File: config.mk
export PLATFORM = sky130hd
export DESIGN_NAME = bus_handoff
export DESIGN_NICKNAME = d
export VERILOG_FILES = /design/src/rtl/bus_handoff.sv
export SDC_FILE = /design/constraint.sdc
export NUM_CORES = 1
export LEC_CHECK = 0
export CAP_MARGIN = 20
export CELL_PAD_IN_SITES_DETAIL_PLACEMENT = 1
export CELL_PAD_IN_SITES_GLOBAL_PLACEMENT = 2
export CORE_AREA = 2 2 39 41
export DETAILED_ROUTE_END_ITERATION = 16
export DIE_AREA = 0 0 41 43
export PLACE_DENSITY = 0.66
export SETUP_SLACK_MARGIN = 0.2
export SYNTH_ARGS = -nofsm -noshare
export SYNTH_HDL_FRONTEND = slang
export SYNTH_SLANG_ARGS = --single-unit
File: constraint.sdc
create_clock -name clk -period 1.9 [get_ports clk]
set_input_delay 0.19 -clock clk [delete_from_list [all_inputs] [get_ports clk]]
set_output_delay 0.19 -clock clk [all_outputs]
set_load 0.01 [all_outputs]
File: src/rtl/bus_handoff.sv
module bus_handoff #(
  parameter int NSEL  = 5,
  parameter int NSTRB = 2
) (
  input  logic             clk,
  input  logic             rst_n,
  input  logic             breq_n,
  input  logic             acc_busy,
  input  logic             core_need,
  output logic             grant_n,
  output logic             hung_n,
  output logic [NSEL-1:0]  sel_oe,
  output logic [NSTRB-1:0] strb_oe
);
  localparam int S_OWN = 0;
  localparam int S_REL = 1;
  localparam int S_GNT = 2;
  localparam int S_RCL = 3;
  localparam int NST   = 4;

  logic [1:0]     sync_q;
  logic [NST-1:0] st_q, st_d;
  logic           req;

  assign req = sync_q[1];

  always_ff @(posedge clk) begin
    if (!rst_n) sync_q <= '0;
    else        sync_q <= {sync_q[0], ~breq_n};
  end

  always_comb begin
    st_d = '0;
    case (1'b1)
      st_q[S_OWN]: if (req && !acc_busy) st_d[S_REL] = 1'b1;
                   else                  st_d[S_OWN] = 1'b1;
      st_q[S_REL]: if (req) st_d[S_GNT] = 1'b1;
                   else     st_d[S_OWN] = 1'b1;
      st_q[S_GNT]: if (req) st_d[S_GNT] = 1'b1;
                   else     st_d[S_RCL] = 1'b1;
      st_q[S_RCL]: st_d[S_OWN] = 1'b1;
      default:     st_d[S_OWN] = 1'b1;
    endcase
  end

  always_ff @(posedge clk) begin
    if (!rst_n) st_q <= NST'(1) << S_OWN;
    else        st_q <= st_d;
  end

  assign grant_n = ~st_q[S_GNT];
  assign hung_n  = ~(st_q[S_GNT] & core_need);
  assign sel_oe  = {NSEL{st_q[S_OWN]}};
  assign strb_oe = {NSTRB{st_q[S_OWN]}};
endmodule

# [Word level (Yosys, flattened, before mapping)]
# Cells that the tools add are included.
[totals] register_bits=5 input_bits=5 wordCells=22
[op_classes] n_mux=9 bitwise=5 reduce_logical=4
[op_table] operator="$mux W1" n=9
[op_table] operator="$not A1 Y1" n=4
[op_table] operator="$reduce_and A2 Y1" n=1
[op_table] operator="$reduce_or A2 Y1" n=1
[op_table] operator="$and A1 B1 Y1" n=1
[op_table] operator="$logic_and A1 B1 Y1" n=1
[op_table] operator="$logic_not A1 Y1" n=1

# [Logic depth before layout (Yosys ltp)]
[depth] ltp_word=4 ltp_mapped=3

# [Worst setup path before layout]
# OpenSTA, ideal clock, no wires.
[synth_path] path_kind="register to output" from="register st_q[0]" to="output port sel_oe[0]" arrival_time_ns=0.610 t_required_ns=1.710 path_slack_ns=1.100 path_stages_with_launch=2 n_path_buf=1 cell_sequence="dfxtp_1 -> buf_4"
[synth_lines] element="from (decl)" line="22" rtl="logic [NST-1:0] st_q, st_d;"
[synth_lines] element="from (signal assigned)" line="47" rtl="if (!rst_n) st_q <= NST'(1) << S_OWN;"
[synth_lines] element="from (signal assigned)" line="48" rtl="else st_q <= st_d;"
[synth_lines] element="to (decl)" line="12" rtl="output logic [NSEL-1:0] sel_oe,"
# No word-level cell between the ends.

# [Final worst setup path]
[layout_path] from="register st_q[0]" to="output port sel_oe[4]"
# No word-level cell between the ends.

==> impl_metrics.toml <==
[outcome]
outcome = "finished clean"

[cts]
cts_hold_buf = 0
cts_resized = 0
htree_levels = 1
post_cts_buffers = 0
cts_buffers = 3
path_clk_slew_ps = 40
cts_tree = "yes"
numClockSinks = 5
insertion_delay_ps = 240
clock-root-buffer = "clkbuf_4"
clockBufferDepth = 2

[sta]
slew_headroom = 0.797
tightest_slew_ps = 303
period_share = 0.797
hold_viol_final = 0
finalSetupTns_ps = 0
skew_ps = 3.50
period_needed_ps = 1510
setup_violations = 0
whs_ps = 441
slew_viol_final = 0
clock.fmax_ghz = 0.661
rsz0062_at_grt = "false"

[synthesis]
synth_top_family_by_area = "buffers and inverters"
synth_xor_xnor_area_share = 0
yosys.area_share.adder = 0
avgSynthCellArea_um2 = 9.57
ys_seq_area_frac = 0.455
netlist_instances = 23
ys_ff_latch = 5
netlist_area_um2 = 220
synth_nets = 28
muxShareOfSynthArea = 0.0455
synth_compound_area_frac = 0.0568
synthSimpleGateAreaFrac = 0.188
synth_cell_types = 12
yosysWarnings = 0

[grt]
track_usage = 0.0622
grt_pass1_vias = 188
antenna_found_initial = 0
grt_max_degree = 12
grt_pass1_wl_um = 669
overflow = 0

[placement]
gp_congestion = 0.577
io_buffer_count = 13

[drt]
antenna_left = 0
vias = 187
first_iter_violations = 0
vias_per_cell = 3.82
wl_um = 382
first_pass_iters = 1
drcViolationCount = 0
avgRoutedWirePerCell_um = 7.80

[pwr]
power_frac_seq = 0.445
power_switching_uw = 47.1
cellPowerDensity_nw_per_um2 = 719
swShare = 0.190
peakVddDrop_uv = 218
clock_power_share = 0.481
p_comb_frac = 0.074
power.internal_uw = 200
leakagePower_uw = 0.000127

[critical_path]
crit_family = "buffers and inverters"
cp.required_ps = 1710
end_kind = "primary output"
critPathKind = "flop to primary output"
arrival_ps = 1320
crit_buf_inv = 1
critPathMaxFanout = 11
cp_cell_sequence = "clkdlybuf4s50_1"
critPathMaxStageDelay_ps = 600
cpMaxStageDelayCell = "clkdlybuf4s50_1"
startpoint_type = "flop"

[finish]
drive_above_1_share = 0.0909
mostFrequentLayoutCells = "clkdlybuf4s50_1 (13), dfxtp_1 (5), clkbuf_4 (3)"
n_fill_cell = 170
nNetsFinal = 39
final_core_util = 0.249
area_growth_pct = 56.3
antenna_cells = 0
final_common_cell = "clkdlybuf4s50_1"

[floorplanning]
die_area_um2 = 1760
die_h_um = 43
row_count = 14
fp.dieW_um = 41
initial_core_util = 0.159
coreArea_um2 = 1380
io_pins = 14

[min_path]
hp-class = "flop to flop"

[flow_run]
cap_viol_max_count = 0
state kept, by name, indices dropped and copies added, names as in the netlist:
signal and cells:
sync_q 2, st_q 3
routing by layer:
layer / vias to the layer above / track usage / share of wire
met2: 11 / 0.0813 / 0.47
met1: 88 / 0.0579 / 0.40
li1: 88 / - / -
met5: - / 0 / 0
met4: 0 / 0.0800 / 0
met3: 0 / 0.0314 / 0.13
through the flow:
stage	setup slack [ps]	instances	total power [uW]	area, um2
after floorplan	1100	23	119	220
after global placement	534	45	130	318
after detailed placement	530	45	130	318
after CTS	352	49	254	344
after global routing	254	49	266	344
final	386	49	248	344
cell usage after synthesis (all sizes together):
library cell  n  area [um2]
o211ai        1        7.51
dfxtp         5         100
o21ai         1        5.00
buf           7        52.6
and4b         1        10.0
mux2i         1        10.0
nand3b        1        7.51
nor2b         1        6.26
nor2          1        3.75
nand2         2        7.51
inv           1        3.75
and2          1        6.26
power groups by stage:
stage,Sequential (uW),Clock (uW),Combinational (uW)
after CTS,110,125,18.4
after detailed placement,112,0,18.3
after global placement,112,0,17.9
after floorplan,111,0,7.46
final,110,119,18.2
after global routing,111,135,19.8
kinds of logic after synthesis:
group	Yosys count
compound gates	2
buf+inv	8
flops	5
mux	1
simple gates	7
worst paths after layout:
kind              slack, ps  depth (start not counted)       from         to
hold reg to reg         440                          1  sync_q[0]  sync_q[1]
setup / recovery        390                          1    st_q[0]  sel_oe[4]
hold / removal          440                          1  sync_q[0]  sync_q[1]
setup reg to reg       1040                          3    st_q[0]    st_q[0]
final cells by class:
type | count | area [um2] | share of cell area
Multi-Input combinational cell | 10 | 63.8 | 0.185
Sequential cell | 5 | 100 | 0.291
Timing Repair Buffer | 13 | 130 | 0.378
Clock buffer | 4 | 26.3 | 0.0764
Tap cell | 16 | 20.0 | 0.0582
Inverter | 1 | 3.75 | 0.0109
(Power assumes the default switching activity.)
